## config.mk

```make
export PLATFORM = sky130hd
export DESIGN_NAME = brc_next_pc
export DESIGN_NICKNAME = d
export VERILOG_FILES = /design/src/rtl/brc_pkg.sv /design/src/rtl/brc_compare.sv /design/src/rtl/brc_target.sv /design/src/rtl/brc_pc_mux.sv /design/src/rtl/brc_next_pc.sv
export SDC_FILE = /design/constraint.sdc
export NUM_CORES = 1
export LEC_CHECK = 0
export BUFFER_PORTS_ARGS = -buffer_cell sky130_fd_sc_hd__buf_4
export CORE_ASPECT_RATIO = 0.8
export CORE_MARGIN = 3
export CORE_UTILIZATION = 25
export DETAILED_ROUTE_END_ITERATION = 7
export PLACE_DENSITY_LB_ADDON = 0.12
export SLEW_MARGIN = 20
export SYNTH_ARGS = -nofsm -noshare
export SYNTH_HDL_FRONTEND = slang
export SYNTH_SLANG_ARGS = --single-unit
```

## constraint.sdc

```tcl
create_clock -name vclk -period 7.07
set_clock_uncertainty 0.1 [all_clocks]
set_input_delay 1.414 -clock vclk [all_inputs]
set_output_delay 1.414 -clock vclk [all_outputs]
set_load 0.005 [all_outputs]
```

## src/rtl/brc_pkg.sv

```systemverilog
package brc_pkg;
  typedef enum logic [1:0] {
    CMP_EQ = 2'b00,
    CMP_NE = 2'b01,
    CMP_LT = 2'b10,
    CMP_GE = 2'b11
  } cmp_sel_e;
endpackage

```

## src/rtl/brc_compare.sv

```systemverilog
module brc_compare
  import brc_pkg::*;
#(
  parameter int XLEN       = 64,
  parameter bit SHARED_SUB = 1'b1
) (
  input  logic [XLEN-1:0] a,
  input  logic [XLEN-1:0] b,
  input  logic [1:0]      sel,
  output logic            hit
);
  logic eq_w;
  logic lt_w;

  assign eq_w = (a == b);

  generate
    if (SHARED_SUB) begin : g_sub
      // One sign-extended subtractor; the borrow-free sign bit gives signed lt.
      logic [XLEN:0] diff;
      assign diff = {a[XLEN-1], a} - {b[XLEN-1], b};
      assign lt_w = diff[XLEN];
    end else begin : g_cmp
      assign lt_w = ($signed(a) < $signed(b));
    end
  endgenerate

  always_comb begin
    unique case (cmp_sel_e'(sel))
      CMP_EQ:  hit = eq_w;
      CMP_NE:  hit = ~eq_w;
      CMP_LT:  hit = lt_w;
      CMP_GE:  hit = ~lt_w;
      default: hit = 1'b0;
    endcase
  end
endmodule

```

## src/rtl/brc_target.sv

```systemverilog
module brc_target #(
  parameter int XLEN       = 64,
  parameter int INSN_BYTES = 4
) (
  input  logic [XLEN-1:0] pc,
  input  logic [XLEN-1:0] offset,
  output logic [XLEN-1:0] seq_pc,
  output logic [XLEN-1:0] br_pc
);
  localparam logic [XLEN-1:0] STEP = XLEN'(INSN_BYTES);

  assign seq_pc = pc + STEP;
  assign br_pc  = pc + offset;
endmodule

```

## src/rtl/brc_pc_mux.sv

```systemverilog
module brc_pc_mux #(
  parameter int XLEN = 64
) (
  input  logic [XLEN-1:0] seq_pc,
  input  logic [XLEN-1:0] br_pc,
  input  logic [XLEN-1:0] jmp_pc,
  input  logic            br_hit,
  input  logic            redirect,
  input  logic            jump,
  output logic [XLEN-1:0] nxt_pc
);
  logic [XLEN-1:0] inner_pc;

  assign inner_pc = br_hit ? br_pc : seq_pc;

  always_comb begin
    if (!redirect)  nxt_pc = seq_pc;
    else if (jump)  nxt_pc = jmp_pc;
    else            nxt_pc = inner_pc;
  end
endmodule

```

## src/rtl/brc_next_pc.sv

```systemverilog
module brc_next_pc #(
  parameter int XLEN       = 64,
  parameter int INSN_BYTES = 4,
  parameter bit SHARED_SUB = 1'b1
) (
  input  logic [XLEN-1:0] opnd_a,
  input  logic [XLEN-1:0] opnd_b,
  input  logic [1:0]      cmp_sel,
  input  logic            redirect_en,
  input  logic            is_jump,
  input  logic [XLEN-1:0] pc_cur,
  input  logic [XLEN-1:0] imm_b,
  input  logic [XLEN-1:0] jump_tgt,
  output logic            taken,
  output logic [XLEN-1:0] pc_next
);
  logic            cmp_hit;
  logic [XLEN-1:0] seq_pc;
  logic [XLEN-1:0] br_pc;

  brc_compare #(.XLEN(XLEN), .SHARED_SUB(SHARED_SUB)) u_cmp (
    .a   (opnd_a),
    .b   (opnd_b),
    .sel (cmp_sel),
    .hit (cmp_hit)
  );

  brc_target #(.XLEN(XLEN), .INSN_BYTES(INSN_BYTES)) u_tgt (
    .pc     (pc_cur),
    .offset (imm_b),
    .seq_pc (seq_pc),
    .br_pc  (br_pc)
  );

  assign taken = redirect_en & ~is_jump & cmp_hit;

  brc_pc_mux #(.XLEN(XLEN)) u_mux (
    .seq_pc   (seq_pc),
    .br_pc    (br_pc),
    .jmp_pc   (jump_tgt),
    .br_hit   (cmp_hit),
    .redirect (redirect_en),
    .jump     (is_jump),
    .nxt_pc   (pc_next)
  );
endmodule

```

Word-level counts from Yosys, hierarchy flattened
Cells that the tools add are included.
{"block": "word_totals", "out_inout_bits": 65, "regBits": 0, "in_bits": 324}
{"block": "classes", "mux": 4, "n_reduce_logical": 1, "add_sub_neg": 3, "eq_ne": 4, "n_bitwise": 5}
{"op": "64-bit two-way mux", "n": 3}
{"op": "64-bit by 64-bit subtractor with 65-bit output", "n": 1}
{"op": "64-bit by 3-bit adder with 64-bit output, second input constant", "n": 1}
{"op": "64-bit adder", "n": 1}
{"op": "64-bit == test", "n": 1}
{"op": "2-bit == test, second input constant", "n": 2}
{"op": "1-bit one-hot mux with 4 select lines", "n": 1}
{"op": "1-bit NOT", "n": 3}
{"op": "1-bit bitwise AND", "n": 2}
{"op": "2-bit by 1-bit == test with 1-bit output, second input constant", "n": 1}
{"op": "2-bit zero test", "n": 1}

Longest topological paths before layout
Gate-level depths: netlist (run 1).
{"block": "logic_depth", "word_depth": 6, "ltp_mapped": 15, "mapped_depth_nobuf": 14}

Hierarchy
A second synthesis (run 1) with hierarchy kept.
{"block": "hier_totals", "cells_unflattened": 1100, "area_unflattened_um2": 8182.8}
{"mod": "brc_target", "seq_area_each_um2": 0.0, "instances": 1, "cells_each": 697, "area_per_inst_um2": 4749.6}
{"mod": "brc_compare", "seq_area_each_um2": 0.0, "instances": 1, "cells_each": 237, "area_per_inst_um2": 1755.4}
{"mod": "brc_pc_mux", "seq_area_each_um2": 0.0, "instances": 1, "cells_each": 165, "area_per_inst_um2": 1669.1}
{"mod": "brc_next_pc", "seq_area_each_um2": 0.0, "instances": 1, "cells_each": 1, "area_per_inst_um2": 8.8}

Least setup slack after synthesis (run 1)
No wires, ideal clock.
{"block": "synth_path", "kind": "input -> output", "startpoint": "input opnd_b[59]", "endpoint": "output pc_next[59]", "setup_slack_ns": 1.470, "stages": 13, "n_path_buf": 1, "t_arrival_ns": 4.086, "cell_sequence": "inv_1 ha_1 nand4_1 nor4_4 nand4_1 a41oi_1 nor4_1 or3_4 xnor2_4 a21oi_2 clkbuf_1 o22ai_1 a21oi_1"}
{"block": "synth_via", "elab_chain_cells": 6, "elab_cells_between_ends": 8, "cone_classes": "1 x add/sub; 1 x eq/ne; 4 x mux; 2 x bitwise"}
{"item": "start, declared", "line_no": "brc_next_pc.sv:7", "rtl": "input logic [XLEN-1:0] opnd_b,"}
{"item": "64-bit by 64-bit subtractor with 65-bit output / 64-bit == test (equally long branches)", "line_no": "brc_compare.sv:21, brc_compare.sv:15"}
{"item": "1-bit NOT, on equally long branches", "line_no": "brc_compare.sv:33, brc_compare.sv:31"}
{"item": "1-bit one-hot mux with 4 select lines (*)", "line_no": "brc_compare.sv:29", "rtl": "unique case (cmp_sel_e'(sel))"}
{"item": "64-bit two-way mux (*)", "line_no": "brc_pc_mux.sv:14", "rtl": "assign inner_pc = br_hit ? br_pc : seq_pc;"}
{"item": "64-bit two-way mux (*)", "line_no": "brc_pc_mux.sv:18", "rtl": "else if (jump) nxt_pc = jmp_pc;"}
{"item": "64-bit two-way mux (*)", "line_no": "brc_pc_mux.sv:17", "rtl": "if (!redirect) nxt_pc = seq_pc;"}
{"item": "end, declared", "line_no": "brc_next_pc.sv:15", "rtl": "output logic [XLEN-1:0] pc_next"}
Mark *: on every way between the ends. The rest lies on a longest branch, timed or not.

Final worst setup path (run 1)
{"block": "layout_path", "startpoint": "input opnd_a[58]", "endpoint": "output pc_next[21]"}
{"block": "layout_via", "elab_chain_cells": 6, "elab_cells_between_ends": 8, "cone_classes": "1 x add/sub; 1 x eq/ne; 4 x mux; 2 x bitwise"}
{"item": "start, declared", "line_no": "brc_next_pc.sv:6", "rtl": "input logic [XLEN-1:0] opnd_a,"}
{"item": "64-bit by 64-bit subtractor with 65-bit output / 64-bit == test (equally long branches)", "line_no": "brc_compare.sv:21, brc_compare.sv:15"}
{"item": "1-bit NOT, on equally long branches", "line_no": "brc_compare.sv:33, brc_compare.sv:31"}
{"item": "1-bit one-hot mux with 4 select lines (*)", "line_no": "brc_compare.sv:29"}
{"item": "64-bit two-way mux (*)", "line_no": "brc_pc_mux.sv:14"}
{"item": "64-bit two-way mux (*)", "line_no": "brc_pc_mux.sv:18"}
{"item": "64-bit two-way mux (*)", "line_no": "brc_pc_mux.sv:17"}
Marked as above.

==> results.tsv, run 1 <==
stage	metric	value	unit
detailed_routing	drt_iter0_markers	680	
final_layout	clock_buffers	0	
timing	relSlewSlack	0.403	
timing	period_needed	6.70	ns
synthesis	yosysSeqAreaShare	0	
floorplanning	dieArea	32100	um2
final_layout	area_delta_synth_final	43.9	%
hold_path	min_path_type	in2out	
critical_path	critPathArrivalTime	5.19	ns
final_layout	mostFrequentLayoutCells	395 x buf_4, 133 x a21oi_1, 128 x ha_1	
place	io_buffers	389	
global_route	grt_pass1_vias	9693	
timing	fmax	0.149	GHz
power_and_ir_drop	power.total	876	uW
critical_path	path_max_fanout	30	
place	routabilityCongestion	0.947	
detailed_routing	drc	0	
final_layout	finalNetCount	1950	
power_and_ir_drop	p_leak	5.17	nW
global_route	antenna_found_initial	5	
global_route	grt_overflow_total	0	
global_route	grt.total_usage	0.216	
final_layout	layout-drive-gt1-share	0.279	
final_layout	final_common_cell	buf_4	
synthesis	yosysWarnings	0	
timing	fin_setup_tns	0	ns
synthesis	syn_area	7490	um2
global_route	use_met3	0.0430	
final_layout	multi_input_area	6980	um2
detailed_routing	vias	9781	
synthesis	synth_area_per_cell	6.60	um2
synthesis	syn_nets	1588	
detailed_routing	wl	37.3	mm
place	dp_slack	0.138	ns
timing	whs	3.02	ns
final_layout	register_area	0	um2
global_route	met2_usage	0.361	
timing	hold_viol_final	0	
power_and_ir_drop	power_density	81.2	nW/um2
global_route	grt_use_met1	0.296	
detailed_routing	drtAntennaViolNets	0	
flow_run	max_cap_viol_count	0	
floorplanning	ioPinCount	389	
global_route	grt_busiest_layer	met2	
timing	finalMaxSlewViolations	0	
clock_network	postCtsSetupRepairBufs	0	
floorplanning	die_h	161	um
floorplanning	core_area	29400	um2
place	dp_hpwl	32.3	mm
final_layout	final_cell_area	10800	um2
detailed_routing	viasPerCell	5.22	
run_status	outcome	finished clean	
timing	rsz0062_at_grt	no	
detailed_routing	wire_per_inst	19.9	um
final_layout	seq_cells	0	
floorplanning	rows	56	
clock_network	cts_hold_buf	0	
critical_path	start_kind	input pin	
critical_path	crit_type	in2out	
timing	period_share	0.948	
timing	setup_violations	0	
place	placed_area	10800	um2
critical_path	worst_setup_path_end_kind	output port	
floorplanning	die_w	200	um
power_and_ir_drop	ir_worst_vdd	0.0245	mV
final_layout	n_fill_cell	3216	
floorplanning	initial_core_util	0.255	
global_route	grt_max_degree	48	
timing	worst_slack	0.366	ns
detailed_routing	drt_pre_antenna_iters	7	
timing	tightest_slew	0.888	ns
synthesis	syn_inst	1135	
synthesis	synthDistinctLibCells	72	
critical_path	cp_data_required_time	5.56	ns
global_route	grt_first_pass_wirelength	55.1	mm
## Yosys cell counts (13+ instances only)
cell | n | area (um2)
xnor2_1 | 77 | 674
o21bai_1 | 14 | 105
a21oi_1 | 133 | 666
a22oi_1 | 14 | 105
a21o_1 | 26 | 195
ha_1 | 128 | 1600
nand4_1 | 35 | 219
xor2_1 | 46 | 403
o22ai_1 | 32 | 200
a221oi_1 | 18 | 158
nor2_1 | 81 | 304
nand2_1 | 111 | 417
o21ai_1 | 22 | 110
inv_1 | 90 | 338
nor3_1 | 15 | 75.1
and3_1 | 17 | 106
o21a_1 | 13 | 97.6
clkbuf_1 | 19 | 71.3
nand3_1 | 49 | 245
o21ai_0 | 49 | 245
## worst max-delay path: stages
cell and delay, ns:
buf_4 0.11, ha_1 0.29, nand4_1 0.22, nor4_4 0.44, nand4_1 0.20, a41oi_1 0.24, nor4_1 0.09, or3_4 0.42
xnor2_4 0.17, buf_4 0.39, or2_2 0.53, nor3_1 0.12, a211oi_1 0.37, buf_4 0.18
## path summary, 6_finish.rpt
path | start | to | slack, ns | depth (start not counted)
max | opnd_a[58] | pc_next[21] | 0.37 | 14
min | jump_tgt[2] | pc_next[2] | 3.02 | 4
## repair_timing
action	in CTS	in global routing
resized for setup	0	1
endpoints found under the setup margin	0	16
hold endpoints to repair	0	0
## power breakdown
| group | switching, mW | total [mW] | internal, mW |
|---|---|---|---|
| registers | 0 | 0 | 0 |
| clock network | 0 | 0.0000000189 | 0.0000000189 |
| logic | 0.461 | 0.876 | 0.415 |
## routing by layer
layer	vias up	wire [um]
li1	4914	-
met1	4433	16700
met2	390	16900
met3	36	3020
met4	8	592
met5	-	58
## final cells by class
cell class | count | share of cell area
Antenna cell | 1 | 0.000232
Inverter | 92 | 0.0320
Multi-Input combinational cell | 1007 | 0.647
Tap cell | 377 | 0.0437
Timing Repair Buffer | 396 | 0.277
## stage by stage
step,std cells,utilization
2_1_floorplan,1135,-
3_3_place_gp,1872,0.366
3_5_place_dp,1872,0.366
4_1_cts,1872,0.366
5_1_grt,1873,0.366
6_report,1873,0.366
## cells by family (layout without fill, tap and decap cells)
family / after synthesis / after routing / share of synthesized area
AOI/OAI and AO/OA: 386 / 386 / 0.325
xor gates and xnor gates: 124 / 124 / 0.147
adders and majority gates: 129 / 129 / 0.216
buffers and inverters: 128 / 488 / 0.0698
and+or+nand+nor: 368 / 368 / 0.241
other: 0 / 1 / 0
No activity file was read; power rests on OpenSTA's default activity.
==> run 2: changes to the inputs <==
CORE_AREA = 3 3 152 154   (was unset)
CORE_ASPECT_RATIO = unset   (was 0.8)
CORE_MARGIN = unset   (was 3)
CORE_UTILIZATION = unset   (was 25)
DIE_AREA = 0 0 155 157   (was unset)
==> run 2 against run 1 <==
Die area is 24% lower. Critical path type unchanged. Hold slack worse by 0.0096 ns. Largest power group unchanged. Core utilization is 12 points higher. Worst setup slack better by 0.17 ns. Sequential share of layout area stayed put. Combinational power is 1% lower. First-iteration DRC count is 18% lower. Final area is 1.3% lower.
==> results.tsv, run 2 (same netlist as run 1, synthesis figures left out) <==
stage	metric	value	unit
global_route	grt.total_usage	0.260	
final_layout	multi_input_area	6970	um2
floorplanning	initial_core_util	0.343	
final_layout	area_delta_synth_final	42.1	%
critical_path	cp_num_buf_inv	4	
place	placedCellCount	1776	
detailed_routing	drt_iter0_markers	560	
global_route	grt_first_pass_wirelength	50.8	mm
hold_path	min_path_type	in2out	
critical_path	cp_num_cells	15	
critical_path	crit_type	in2out	
place	routabilityCongestion	0.940	
final_layout	clock_buffers	0	
place	dp_hpwl	29.8	mm
detailed_routing	vias	9888	
critical_path	slowest_stage	nor2_1	
timing	whs	3.01	ns
critical_path	crit_start	opnd_b[57]	
final_layout	mostFrequentLayoutCells	397 x buf_4, 133 x a21oi_1, 128 x ha_1	
critical_path	path_cells	buf_4, inv_1, ha_1, nand4_1, nor4_4, nand4_1, a41oi_1, nor4_1, or3_4, xnor2_4, nor2_1, nand2_1, inv_2, a21oi_1, buf_4	
critical_path	crit_family	simple AND/OR/NAND/NOR gates	
floorplanning	dieArea	24300	um2
final_layout	finalNetCount	1951	
detailed_routing	drt_pre_antenna_iters	5	
detailed_routing	wl	34.4	mm
floorplanning	ioPinCount	389	
clock_network	cts_resized	0	
critical_path	critPathArrivalTime	5.02	ns
timing	period_needed	6.54	ns
clock_network	cts_hold_buf	0	
final_layout	final_cell_area	10600	um2
critical_path	crit_path_end	pc_next[56]	
flow_run	max_cap_viol_count	0	
floorplanning	rows	54	
final_layout	seq_cells	0	
place	placed_area	10600	um2
timing	rsz0062_at_grt	no	
critical_path	worst_setup_path_end_kind	output port	
final_layout	register_area	0	um2
timing	worst_slack	0.535	ns
floorplanning	die_h	157	um
floorplanning	core_area	21800	um2
timing	fin_setup_tns	0	ns
place	io_buffers	389	
timing	tightest_slew	1.08	ns
power_and_ir_drop	p_leak	5.17	nW
global_route	grt_overflow_total	0	
critical_path	start_kind	input pin	
detailed_routing	wire_per_inst	19.3	um
timing	setup_violations	0	
final_layout	layout-drive-gt1-share	0.279	
run_status	outcome	finished clean	
power_and_ir_drop	ir_worst_vdd	0.0349	mV
critical_path	max_stage_delay	0.49	ns
global_route	grt_pass1_vias	9586	
power_and_ir_drop	power_density	81.3	nW/um2
floorplanning	die_w	155	um
critical_path	cp_data_required_time	5.56	ns
critical_path	path_max_fanout	16	
place	dp_slack	0.504	ns
global_route	antenna_found_initial	1	
global_route	grt_max_degree	48	
final_layout	finalNonFillerCells	1776	
hold_path	hold_path_depth	4	
final_layout	diodes	0	
timing	hold_viol_final	0	
final_layout	final_common_cell	buf_4	
timing	relSlewSlack	0.279	
detailed_routing	drtAntennaViolNets	0	
detailed_routing	viasPerCell	5.57	
final_layout	n_fill_cell	2344	
clock_network	postCtsSetupRepairBufs	0	
detailed_routing	drc	0	
timing	fmax	0.153	GHz
timing	period_share	0.924	
timing	finalMaxSlewViolations	0	
-- run 2: layout make-up --
type                            count  share of cell area
Inverter                           92              0.0324
Tap cell                          280              0.0329
Multi-Input combinational cell   1007               0.655
Timing Repair Buffer              397               0.280
-- run 2: through the flow --
| stage | power (mW) | utilization |
|---|---|---|
| 3_3_place_gp | 0.859 | 0.488 |
| 5_1_grt | 0.945 | 0.488 |
| 6_report | 0.866 | 0.488 |
| 2_1_floorplan | 0.480 | - |
| 3_5_place_dp | 0.860 | 0.488 |
| 4_1_cts | 0.864 | 0.488 |
-- run 2: worst min path at each step --
stage	start	to	slack (ns)
floorplan	jump_tgt[2]	pc_next[2]	2.83
global placement	jump_tgt[2]	pc_next[2]	3.01
detailed placement	jump_tgt[2]	pc_next[2]	3.01
CTS	jump_tgt[2]	pc_next[2]	3.01
global route	jump_tgt[2]	pc_next[2]	3.03
finish	jump_tgt[2]	pc_next[2]	3.01
-- run 2: power breakdown --
group | switching [mW] | internal [mW]
Combinational | 0.452 | 0.414
Clock | 0 | 0
Sequential | 0 | 0
Total | 0.452 | 0.414
-- run 2: per-layer routing --
metal	vias up	GRT usage	wire [um]
met2	428	0.479	16800
li1	4906	-	-
met5	-	0	9
met3	50	0.0558	3190
met1	4502	0.304	13300
met4	2	0.0677	1080
